$ cat src/rtl/i2c_rf_pkg.sv
// Shared types for the I2C register-file slave.
// Assumes: four register slots selected by a two-bit pointer.
package i2c_rf_pkg;
    typedef enum logic [2:0] {ST_IDLE, ST_RX, ST_SACK, ST_TX, ST_MACK} bus_st_t;
    typedef enum logic [1:0] {RX_ADDR, RX_PTR, RX_DATA} rx_kind_t;

    localparam int BYTE_W = 8;
    localparam int WORD_W = 16;

    localparam logic [1:0] PTR_TEMP = 2'd0;
    localparam logic [1:0] PTR_CFG  = 2'd1;
    localparam logic [1:0] PTR_LO   = 2'd2;
    localparam logic [1:0] PTR_HI   = 2'd3;
endpackage

$ cat src/rtl/i2c_rf_sync.sv
// Line synchroniser with edge detection for one bus wire.
// Assumes: STAGES >= 2 and an idle-high line, so reset loads ones.
module i2c_rf_sync #(
    parameter int STAGES = 2
) (
    input  logic clk,
    input  logic rst_n,
    input  logic line_i,
    output logic level_o,
    output logic rise_o,
    output logic fall_o
);
    logic [STAGES-1:0] chain;
    logic              prev;

    // Shift the raw line through the flop chain and keep the last settled value.
    always_ff @(posedge clk) begin
        if (!rst_n) begin
            chain <= '1;
            prev  <= 1'b1;
        end else begin
            chain <= {chain[STAGES-2:0], line_i};
            prev  <= chain[STAGES-1];
        end
    end

    assign level_o = chain[STAGES-1];
    assign rise_o  = chain[STAGES-1] & ~prev;
    assign fall_o  = ~chain[STAGES-1] & prev;
endmodule

$ cat src/rtl/i2c_rf_regs.sv
// Register file behind the pointer: a read-only temperature word, a
// configuration byte and two setpoint words.
// Assumes: a write is a single-cycle strobe carrying the whole word.
module i2c_rf_regs
    import i2c_rf_pkg::*;
#(
    parameter logic [WORD_W-1:0] LO_RST = 16'h4B00,
    parameter logic [WORD_W-1:0] HI_RST = 16'h5000
) (
    input  logic              clk,
    input  logic              rst_n,
    input  logic              we_i,
    input  logic [1:0]        wptr_i,
    input  logic [WORD_W-1:0] wdata_i,
    input  logic [WORD_W-1:0] temp_i,
    input  logic [1:0]        rptr_i,
    input  logic              rlow_i,
    output logic [BYTE_W-1:0] rbyte_o,
    output logic [BYTE_W-1:0] cfg_o,
    output logic [WORD_W-1:0] lo_o,
    output logic [WORD_W-1:0] hi_o
);
    // Store writes; the temperature slot takes none, and cfg bit 7 stays 0.
    always_ff @(posedge clk) begin
        if (!rst_n) begin
            cfg_o <= '0;
            lo_o  <= LO_RST;
            hi_o  <= HI_RST;
        end else if (we_i) begin
            case (wptr_i)
                PTR_CFG: cfg_o <= {1'b0, wdata_i[BYTE_W-2:0]};
                PTR_LO:  lo_o  <= wdata_i;
                PTR_HI:  hi_o  <= wdata_i;
                default: ;
            endcase
        end
    end

    // Select the outgoing byte: high half first unless the low half is asked.
    always_comb begin
        case (rptr_i)
            PTR_CFG: rbyte_o = cfg_o;
            PTR_LO:  rbyte_o = rlow_i ? lo_o[BYTE_W-1:0]   : lo_o[WORD_W-1:BYTE_W];
            PTR_HI:  rbyte_o = rlow_i ? hi_o[BYTE_W-1:0]   : hi_o[WORD_W-1:BYTE_W];
            default: rbyte_o = rlow_i ? temp_i[BYTE_W-1:0] : temp_i[WORD_W-1:BYTE_W];
        endcase
    end

    AST_TEMP_WRITE_IGNORED: assert property (@(posedge clk) disable iff (!rst_n)
        (we_i && wptr_i == PTR_TEMP) |=> ($stable(cfg_o) && $stable(lo_o) && $stable(hi_o)));
endmodule

$ cat src/rtl/i2c_regfile_slave.sv
// Two-wire serial slave giving pointer-based access to the register file.
// Assumes: clk at least 10x SCL; no clock stretching; 7-bit addressing only.
module i2c_regfile_slave
    import i2c_rf_pkg::*;
#(
    parameter int                PFX_W       = 4,
    parameter int                SEL_W       = 3,
    parameter logic [PFX_W-1:0]  ADDR_PREFIX = 4'b1001,
    parameter int                SYNC_STAGES = 2,
    parameter logic [WORD_W-1:0] LO_RST      = 16'h4B00,
    parameter logic [WORD_W-1:0] HI_RST      = 16'h5000
) (
    input  logic              clk,
    input  logic              rst_n,
    input  logic              scl_i,
    input  logic              sda_i,
    output logic              sda_pull_o,
    input  logic [SEL_W-1:0]  dev_sel_i,
    input  logic [WORD_W-1:0] temp_i,
    output logic [BYTE_W-1:0] cfg_o,
    output logic [WORD_W-1:0] set_lo_o,
    output logic [WORD_W-1:0] set_hi_o,
    output logic              rd_strobe_o
);
    localparam int          ADDR_W   = PFX_W + SEL_W;
    localparam int          CNT_W    = $clog2(BYTE_W + 1);
    localparam logic [CNT_W-1:0] FULL = CNT_W'(BYTE_W);
    localparam logic [CNT_W-1:0] LAST = CNT_W'(BYTE_W - 1);

    logic scl_lvl, scl_rise, scl_fall;
    logic sda_lvl, sda_rise, sda_fall;
    logic start, stop;

    bus_st_t           state;
    rx_kind_t          kind;
    logic [CNT_W-1:0]  cnt;
    logic [BYTE_W-1:0] shreg, hi_byte, rbyte;
    logic [1:0]        ptr;
    logic              is_read, mack, byte_idx, rsel;
    logic              wr_stb;
    logic [WORD_W-1:0] wr_data;

    i2c_rf_sync #(.STAGES(SYNC_STAGES)) u_scl (
        .clk(clk), .rst_n(rst_n), .line_i(scl_i),
        .level_o(scl_lvl), .rise_o(scl_rise), .fall_o(scl_fall));
    i2c_rf_sync #(.STAGES(SYNC_STAGES)) u_sda (
        .clk(clk), .rst_n(rst_n), .line_i(sda_i),
        .level_o(sda_lvl), .rise_o(sda_rise), .fall_o(sda_fall));

    assign start = scl_lvl & sda_fall;
    assign stop  = scl_lvl & sda_rise;
    assign rsel  = (state == ST_MACK && ptr != PTR_CFG) ? ~byte_idx : byte_idx;

    i2c_rf_regs #(.LO_RST(LO_RST), .HI_RST(HI_RST)) u_regs (
        .clk(clk), .rst_n(rst_n), .we_i(wr_stb), .wptr_i(ptr), .wdata_i(wr_data),
        .temp_i(temp_i), .rptr_i(ptr), .rlow_i(rsel), .rbyte_o(rbyte),
        .cfg_o(cfg_o), .lo_o(set_lo_o), .hi_o(set_hi_o));

    // Bus protocol engine: framing, address match, acknowledge, shift in and out.
    always_ff @(posedge clk) begin
        if (!rst_n) begin
            state       <= ST_IDLE;
            kind        <= RX_ADDR;
            cnt         <= '0;
            shreg       <= '0;
            hi_byte     <= '0;
            ptr         <= PTR_TEMP;
            is_read     <= 1'b0;
            mack        <= 1'b0;
            byte_idx    <= 1'b0;
            sda_pull_o  <= 1'b0;
            rd_strobe_o <= 1'b0;
            wr_stb      <= 1'b0;
            wr_data     <= '0;
        end else begin
            rd_strobe_o <= 1'b0;
            wr_stb      <= 1'b0;
            if (start) begin
                state      <= ST_RX;
                kind       <= RX_ADDR;
                cnt        <= '0;
                sda_pull_o <= 1'b0;
            end else if (stop) begin
                state      <= ST_IDLE;
                sda_pull_o <= 1'b0;
            end else begin
                case (state)
                    ST_RX: begin
                        if (scl_rise && cnt != FULL) begin
                            shreg <= {shreg[BYTE_W-2:0], sda_lvl};
                            cnt   <= cnt + 1'b1;
                        end else if (scl_fall && cnt == FULL) begin
                            state    <= ST_IDLE;
                            byte_idx <= 1'b0;
                            case (kind)
                                RX_ADDR: if (shreg[BYTE_W-1:1] == ADDR_W'({ADDR_PREFIX, dev_sel_i})) begin
                                    state       <= ST_SACK;
                                    sda_pull_o  <= 1'b1;
                                    is_read     <= shreg[0];
                                    rd_strobe_o <= shreg[0];
                                end
                                RX_PTR: if (shreg[BYTE_W-1:2] == '0) begin
                                    ptr        <= shreg[1:0];
                                    state      <= ST_SACK;
                                    sda_pull_o <= 1'b1;
                                end
                                default: begin
                                    state      <= ST_SACK;
                                    sda_pull_o <= 1'b1;
                                    if (ptr == PTR_CFG || byte_idx) begin
                                        wr_stb  <= 1'b1;
                                        wr_data <= (ptr == PTR_CFG) ? {{BYTE_W{1'b0}}, shreg}
                                                                    : {hi_byte, shreg};
                                    end else begin
                                        hi_byte  <= shreg;
                                        byte_idx <= 1'b1;
                                    end
                                end
                            endcase
                        end
                    end
                    ST_SACK: if (scl_fall) begin
                        cnt <= '0;
                        if (is_read) begin
                            state      <= ST_TX;
                            shreg      <= rbyte;
                            sda_pull_o <= ~rbyte[BYTE_W-1];
                            byte_idx   <= rsel;
                        end else begin
                            state      <= ST_RX;
                            kind       <= (kind == RX_ADDR) ? RX_PTR : RX_DATA;
                            sda_pull_o <= 1'b0;
                        end
                    end
                    ST_TX: if (scl_fall) begin
                        if (cnt == LAST) begin
                            sda_pull_o <= 1'b0;
                            state      <= ST_MACK;
                        end else begin
                            cnt        <= cnt + 1'b1;
                            shreg      <= {shreg[BYTE_W-2:0], 1'b0};
                            sda_pull_o <= ~shreg[BYTE_W-2];
                        end
                    end
                    ST_MACK: begin
                        if (scl_rise) mack <= ~sda_lvl;
                        if (scl_fall) begin
                            if (mack) begin
                                state      <= ST_TX;
                                cnt        <= '0;
                                shreg      <= rbyte;
                                sda_pull_o <= ~rbyte[BYTE_W-1];
                                byte_idx   <= rsel;
                            end else begin
                                state <= ST_IDLE;
                            end
                        end
                    end
                    default: ;
                endcase
            end
        end
    end

    AST_IDLE_RELEASED: assert property (@(posedge clk) disable iff (!rst_n)
        (state == ST_IDLE) |-> !sda_pull_o);
    AST_DRIVE_SCL_LOW: assert property (@(posedge clk) disable iff (!rst_n)
        (!$stable(sda_pull_o) && !$past(start) && !$past(stop)) |-> !$past(scl_lvl));
    AST_STROBE_SINGLE: assert property (@(posedge clk) disable iff (!rst_n)
        rd_strobe_o |=> !rd_strobe_o);
    AST_STROBE_ON_READ_ACK: assert property (@(posedge clk) disable iff (!rst_n)
        rd_strobe_o |-> (state == ST_SACK && is_read && sda_pull_o));
    AST_BAD_PTR_NACK: assert property (@(posedge clk) disable iff (!rst_n)
        (state == ST_RX && kind == RX_PTR && scl_fall && cnt == FULL
         && shreg[BYTE_W-1:2] != '0 && !start && !stop) |=> (state == ST_IDLE && $stable(ptr)));
endmodule

$ cat config.mk
export PLATFORM = sky130hd
export DESIGN_NAME = i2c_regfile_slave
export DESIGN_NICKNAME = d
export VERILOG_FILES = /design/src/rtl/i2c_rf_pkg.sv /design/src/rtl/i2c_rf_sync.sv /design/src/rtl/i2c_rf_regs.sv /design/src/rtl/i2c_regfile_slave.sv
export SDC_FILE = /design/constraint.sdc
export NUM_CORES = 1
export LEC_CHECK = 0
export BUFFER_PORTS_ARGS = -buffer_cell sky130_fd_sc_hd__buf_2
export CAP_MARGIN = 5
export CORE_UTILIZATION = 43
export CTS_CLUSTER_DIAMETER = 40
export DETAILED_ROUTE_END_ITERATION = 10
export PLACE_DENSITY_LB_ADDON = 0.05
export SYNTH_ARGS = -nofsm -noshare
export SYNTH_HDL_FRONTEND = slang
export SYNTH_HIERARCHICAL = 1
export SYNTH_SLANG_ARGS = --single-unit
$ cat constraint.sdc
create_clock -name clk -period 2.8 [get_ports clk]
set_input_delay 0.28 -clock clk [delete_from_list [all_inputs] [get_ports clk]]
set_output_delay 0.28 -clock clk [all_outputs]
set_load 0.02 [all_outputs]
=== Word level (Yosys, flattened, before mapping) ===
Cells that the tools add are included.

* Latch bits: 0
* Memories kept: 0
* ROM bits: 0
* Output and inout bits: 42
* Register bits: 94
* RAM bits: 0
* Word-level logic and storage cells: 164
* Input port bits: 23

* Equal/unequal tests: 31
* Order comparisons: 0
* Shift-type cells: 0
* Muxes and demuxes: 58
* Add/sub/neg operators: 1
* Divide/modulo/power cells: 0
* Multipliers: 0
* Bitwise gates (word level): 24
* Reduce and logical (&&, ||, !) cells: 29

{| class="wikitable"
|+ Operator list
! operator !! number
|-
| $mux W8 || 10
|-
| $reduce_and A7 Y1 || 6
|-
| $pmux W8 S4 || 1
|-
| $ne A4 B4 Y1 const B || 7
|-
| $mux W4 || 6
|-
| $pmux W8 S3 || 1
|-
| $mux W1 || 22
|-
| $ne A2 B2 Y1 const B || 10
|-
| $mux W3 || 6
|-
| $not A1 Y1 || 18
|-
| $reduce_and A9 Y1 || 2
|-
| $mux W16 || 1
|-
| $pmux W4 S4 || 1
|-
| $reduce_or A8 Y1 || 2
|-
| $pmux W3 S4 || 1
|-
| $mux W2 || 5
|-
| $reduce_and A10 Y1 || 1
|-
| $reduce_and A4 Y1 || 2
|-
| $reduce_and A8 Y1 || 1
|-
| $eq A7 B7 Y1 || 1
|-
| $and A1 B1 Y1 || 6
|-
| $eq A3 B2 Y1 const B || 2
|-
| $logic_not A6 Y1 || 1
|-
| $ne A3 B3 Y1 const B || 2
|-
| 21 further kinds || 28
|}

=== Longest topological paths before layout ===
* Depth after elaboration: 9
* Gate-level depth with buffers: 12
* Gate-level depth less buffers: 9

=== Cells and area by module ===
Netlist, hierarchy kept.

{| class="wikitable"
|+ Modules (own cells, without submodules)
! module !! cells each !! area each (µm²) !! times used !! seq. area each (µm²)
|-
| i2c_regfile_slave || 287 || 2496.1 || 1 || 980.9
|-
| i2c_rf_regs || 220 || 1913.1 || 1 || 780.7
|-
| i2c_rf_sync || 8 || 91.3 || 2 || 60.1
|}

=== Worst setup path after synthesis ===
OpenSTA, ideal clock, no wires.

* Kind: register -> register
* Start: register state[2]
* End: register shreg[0]
* Cell stages (with the launch flop): 13
* Clock period less this slack: 2.483 ns
* Setup time: 0.116 ns
* Data required time: 2.684 ns
* Path buffers: 3
* Path slack: 0.317 ns
* Arrival time: 2.367 ns
* Cell sequence: dfxtp_1 -> buf_4 -> nor3b_1 -> nand2_1 -> xnor2_1 -> buf_6 -> buf_2 -> mux2i_1 -> a21o_1 -> o221ai_1 -> a22oi_1 -> nand2_1 -> o211a_1

* Word-level cells in the longest chain between the ends: 8
* Elaborated cells between the ends (all ways): 24
* Those cells by class: eq/ne (11); mux (10); reduce/logical (3)

{| class="wikitable"
|+ RTL lines
! what !! RTL line !! source
|-
| start: declaration || i2c_regfile_slave.sv:34 || <nowiki>bus_st_t state;</nowiki>
|-
| start signal: assignment || i2c_regfile_slave.sv:62 || <nowiki>state <= ST_IDLE;</nowiki>
|-
| start signal: assignment || i2c_regfile_slave.sv:79 || <nowiki>state <= ST_RX;</nowiki>
|-
| start signal: assignment || i2c_regfile_slave.sv:84 || <nowiki>state <= ST_IDLE;</nowiki>
|-
| $eq A3 B3 Y1 * || i2c_regfile_slave.sv:52 || <nowiki>assign rsel = (state == ST_MACK && ptr != PTR_CFG) ? ~byte_idx : byte_idx;</nowiki>
|-
| $logic_and A1 B1 Y1 * || i2c_regfile_slave.sv:52 ||
|-
| $mux W1 * || i2c_regfile_slave.sv:52 ||
|-
| net rsel || i2c_regfile_slave.sv:39 || <nowiki>logic is_read, mack, byte_idx, rsel;</nowiki>
|-
| $mux W8 (on tied branches) || i2c_rf_regs.sv:45, i2c_rf_regs.sv:43, i2c_rf_regs.sv:44 ||
|-
| $pmux W8 S3 * || i2c_rf_regs.sv:41 || <nowiki>case (rptr_i)</nowiki>
|-
| net rbyte[0] || i2c_regfile_slave.sv:37 || <nowiki>logic [BYTE_W-1:0] shreg, hi_byte, rbyte;</nowiki>
|-
| $mux W8 (on tied branches) || i2c_regfile_slave.sv:148, i2c_regfile_slave.sv:124 ||
|-
| $mux W8 (on tied branches) || i2c_regfile_slave.sv:147, i2c_regfile_slave.sv:122 ||
|-
| $pmux W8 S4 * || i2c_regfile_slave.sv:87 || <nowiki>case (state)</nowiki>
|-
| end signal: assignment || i2c_regfile_slave.sv:90 || <nowiki>shreg <= {shreg[BYTE_W-2:0], sda_lvl};</nowiki>
|-
| end signal: assignment || i2c_regfile_slave.sv:141 || <nowiki>shreg <= {shreg[BYTE_W-2:0], 1'b0};</nowiki>
|-
| end signal: assignment || i2c_regfile_slave.sv:151 || <nowiki>shreg <= rbyte;</nowiki>
|-
| end: declaration || i2c_regfile_slave.sv:37 ||
|}

Mark *: on every way through the listed nets, which the timed path passes. The rest lies on a longest branch. The select of a mux whose other input is x is not followed.
A chain may end at the register's enable or synchronous reset.

=== Worst setup path in the final report ===
* Start: register state[2]
* End: register shreg[5]

The elaborated chain is that of the path after synthesis.

==> flow_summary.json <==
{
  "grt_pass1_wl_um": 20040,
  "post_cts_buffers": 0,
  "yosysUniqueCellTypes": 66,
  "areaGrowthSynthToFinish_pct": 14.41,
  "ios": 65,
  "gp_congestion": 0.8546,
  "globalRouteOverflowTotal": 0,
  "cts_root_buffer": "clkbuf_8",
  "synthArstFlopShare_pct": 0,
  "drtAntennaViolNets": 0,
  "setup_viol": 0,
  "synth_top_area_share_pct": 40.98,
  "cts_resized": 0,
  "fp.dieW_um": 105.3,
  "worstRegToRegCells": 11,
  "cts_hold_buf": 0,
  "synth_cells": 523,
  "synthesis.area_um2": 4592,
  "wire_per_inst_um": 17.19,
  "dp_hpwl_um": 8787,
  "cts_tree": "built",
  "yosys_warnings": 6,
  "r2r-end": "shreg[5]",
  "fin_ws_ns": 0.5170,
  "hold_path_class": "in -> reg",
  "fin_tns_setup_ns": 0,
  "fin_crit_sh_pct": 81.54,
  "hold_path_depth": 2,
  "port_buffers": 63,
  "finalCriticalPeriod_ns": 2.283,
  "die_area_um2": 11100,
  "drive_gt1_share_pct": 18.63,
  "synth_area_leaders": "dfxtp_1 41%, mux2i_1 10%, nand2_1 6.9%",
  "fmax_mhz": 438.0,
  "n_fill_cell": 997,
  "insertedDiodeCount": 0,
  "pre_cts_ws_ns": 0.5425,
  "numClockSinks": 94,
  "core_um2": 10320,
  "synth_edf_count": 0,
  "synth_ff_type": "dfxtp_1",
  "drt_iter0_drc": 255,
  "min_to": "u_sda/chain[0]",
  "cts_buffer_depth": 2,
  "critical_path_arrival_ns": 2.54,
  "die_height_um": 105.3,
  "status": "complete, no violations",
  "route.detailed.drc": 0,
  "vias": 3896,
  "power_density_nw_per_um2": 468.2,
  "grt_pass1_vias": 3586,
  "clock_latency_ns": 0.36,
  "tightest_slew_ns": 0.8059,
  "final_max_slew_viol_count": 0,
  "critPathMaxFanout": 14,
  "start_kind": "flop",
  "synth_nets": 548,
  "synth_top_area_cell": "dfxtp_1",
  "cp-end-kind": "flop",
  "cap_violations": 0,
  "leakage_nw": 2.064,
  "maxSlewHeadroom_pct": 46.11,
  "crit_required_ns": 3.06,
  "rsz0062_at_grt": "false",
  "utilization_pct": 50.89,
  "final_nets": 605,
  "hold_slack_ns": 0.09440,
  "criticalPathCategory": "reg -> reg",
  "hold_viol": 0,
  "placed_area_um2": 5032,
  "grt_start_max_net_pins": 71,
  "htreeDepth": 3,
  "cts_buffers": 9,
  "start_util_pct": 44.48,
  "fin_worst_skew_ns": 0.007708,
  "routed_wl_um": 12390,
  "fin_area_um2": 5254,
  "vias_per_cell": 5.404,
  "rrSetupSlack_ns": 0.52,
  "ys_seq_elements": 94,
  "antenna_found_initial": 0,
  "path_clk_slew_ns": 0.09,
  "min-delay-start": "sda_i",
  "rr_startpoint": "state[2]",
  "drt_first_pass_iters": 4,
  "ir_drop_uv": 244.7,
  "ys_seq_area_share_pct": 40.98,
  "avgSynthCellArea_um2": 8.780,
  "grt_use_total_pct": 23.57,
  "rows": 37
}
cell type report:
class	instances	area, um2	share of cell area (%)
multi-input cells	387	2511	47.80
flip-flops and latches	94	1882	35.82
repair buffers	79	435.4	8.288
well taps	136	170.2	3.239
clock buffers	10	137.6	2.620
clock inverters	6	83.83	1.596
inverters	9	33.78	0.6430
how the worst max path moves through the flow:
stage	slack, ns	to	start
2_1_floorplan	0.32	shreg[0]	state[2]
3_3_place_gp	0.61	shreg[2]	state[2]
3_5_place_dp	0.54	shreg[5]	state[2]
4_1_cts	0.52	shreg[5]	state[2]
5_1_grt	0.28	shreg[2]	state[2]
6_report	0.52	shreg[5]	state[2]
sequential cells by signal, indices dropped and copies added (netlist names), 3 cells and up:
name	count
u_regs/hi_o	16
wr_data	16
u_regs/cfg_o	7
cnt	4
hi_byte	8
state	3
u_regs/lo_o	16
shreg	8
synthesized netlist by cell type (all sizes together), types with 2 or more instances:
cell,number
clkbuf,16
a211oi,2
a31oi,2
dfxtp,94
nor2,37
xnor2,4
o31ai,2
o21ai,20
and2,2
o221ai,8
nand3b,4
nor3,4
and3,4
nor2b,18
mux2,5
mux2i,47
nand2b,16
inv,8
ha,2
buf,17
a21o,8
nor3b,2
nand3,23
o32ai,3
nand4,4
nor4,2
o21a,2
a21boi,35
nand2,85
o211a,7
a21oi,16
and3b,3
routing by layer:
metal  share of wire (%)  up-vias  track usage (%)
li1                    -     1949                -
met1                  47     1844            32.61
met2                  48       92            38.16
met3                 3.9       11            2.659
met4                 1.3        0            7.847
met5                   0        -                0
critical path, cell delays in order (launching register included):
cell and delay (ns):
dfxtp_1 0.34, nor3b_1 0.24, nand2_1 0.13, xnor2_2 0.13, buf_4 0.24, buf_4 0.29
mux2i_1 0.25, a21o_1 0.13, o221ai_1 0.09, nor2_1 0.11, o21ai_0 0.10, o211a_1 0.13
through the flow:
stage	power [mW]	std cells
floorplan	1.439	523
global placement	1.475	705
detailed placement	1.475	705
CTS	2.494	721
global route	2.556	721
finish	2.460	721
placed cells by master, fill, tap and decap left out, drive strengths merged, types with 2 or more instances in the layout:
master	Yosys	routed
a211oi	2	2
a21boi	35	35
a21o	8	8
a21oi	16	16
a31oi	2	2
and2	2	2
and3	4	4
and3b	3	3
buf	17	79
bufinv	0	2
clkbuf	16	10
clkinv	1	4
dfxtp	94	94
ha	2	2
inv	8	9
mux2	5	5
mux2i	47	47
nand2	85	85
nand2b	16	16
nand3	23	23
nand3b	4	4
nand4	4	4
nor2	37	37
nor2b	18	18
nor3	4	4
nor3b	2	2
nor4	2	2
o211a	7	7
o21a	2	2
o21ai	20	20
o221ai	8	8
o31ai	2	2
o32ai	3	3
xnor2	4	4
power by group:
group	internal (mW)	total (mW)	switching [mW]	leakage, nW
logic	0.0438	0.0972	0.0534	1.19
clock network	0.527	1.02	0.490	0.116
registers	1.34	1.35	0.00524	0.758
total	1.91	2.46	0.549	2.06
logic make-up (layout without fill, tap and decap cells):
logic type                 after synthesis  in the layout  synth area share (%)
buffers and inverters                   42            104                 4.496
and+or+nand+nor                        212            212                 23.03
muxes                                   53             53                 12.04
xor gates and xnor gates                 5              5                0.9536
other                                    1              1               0.08167
DFF                                     94             94                 40.98
AOI/OAI and AO/OA                      114            114                 17.87
adders and majority gates                2              2                0.5449
No activity file was read; power rests on OpenSTA's default activity.
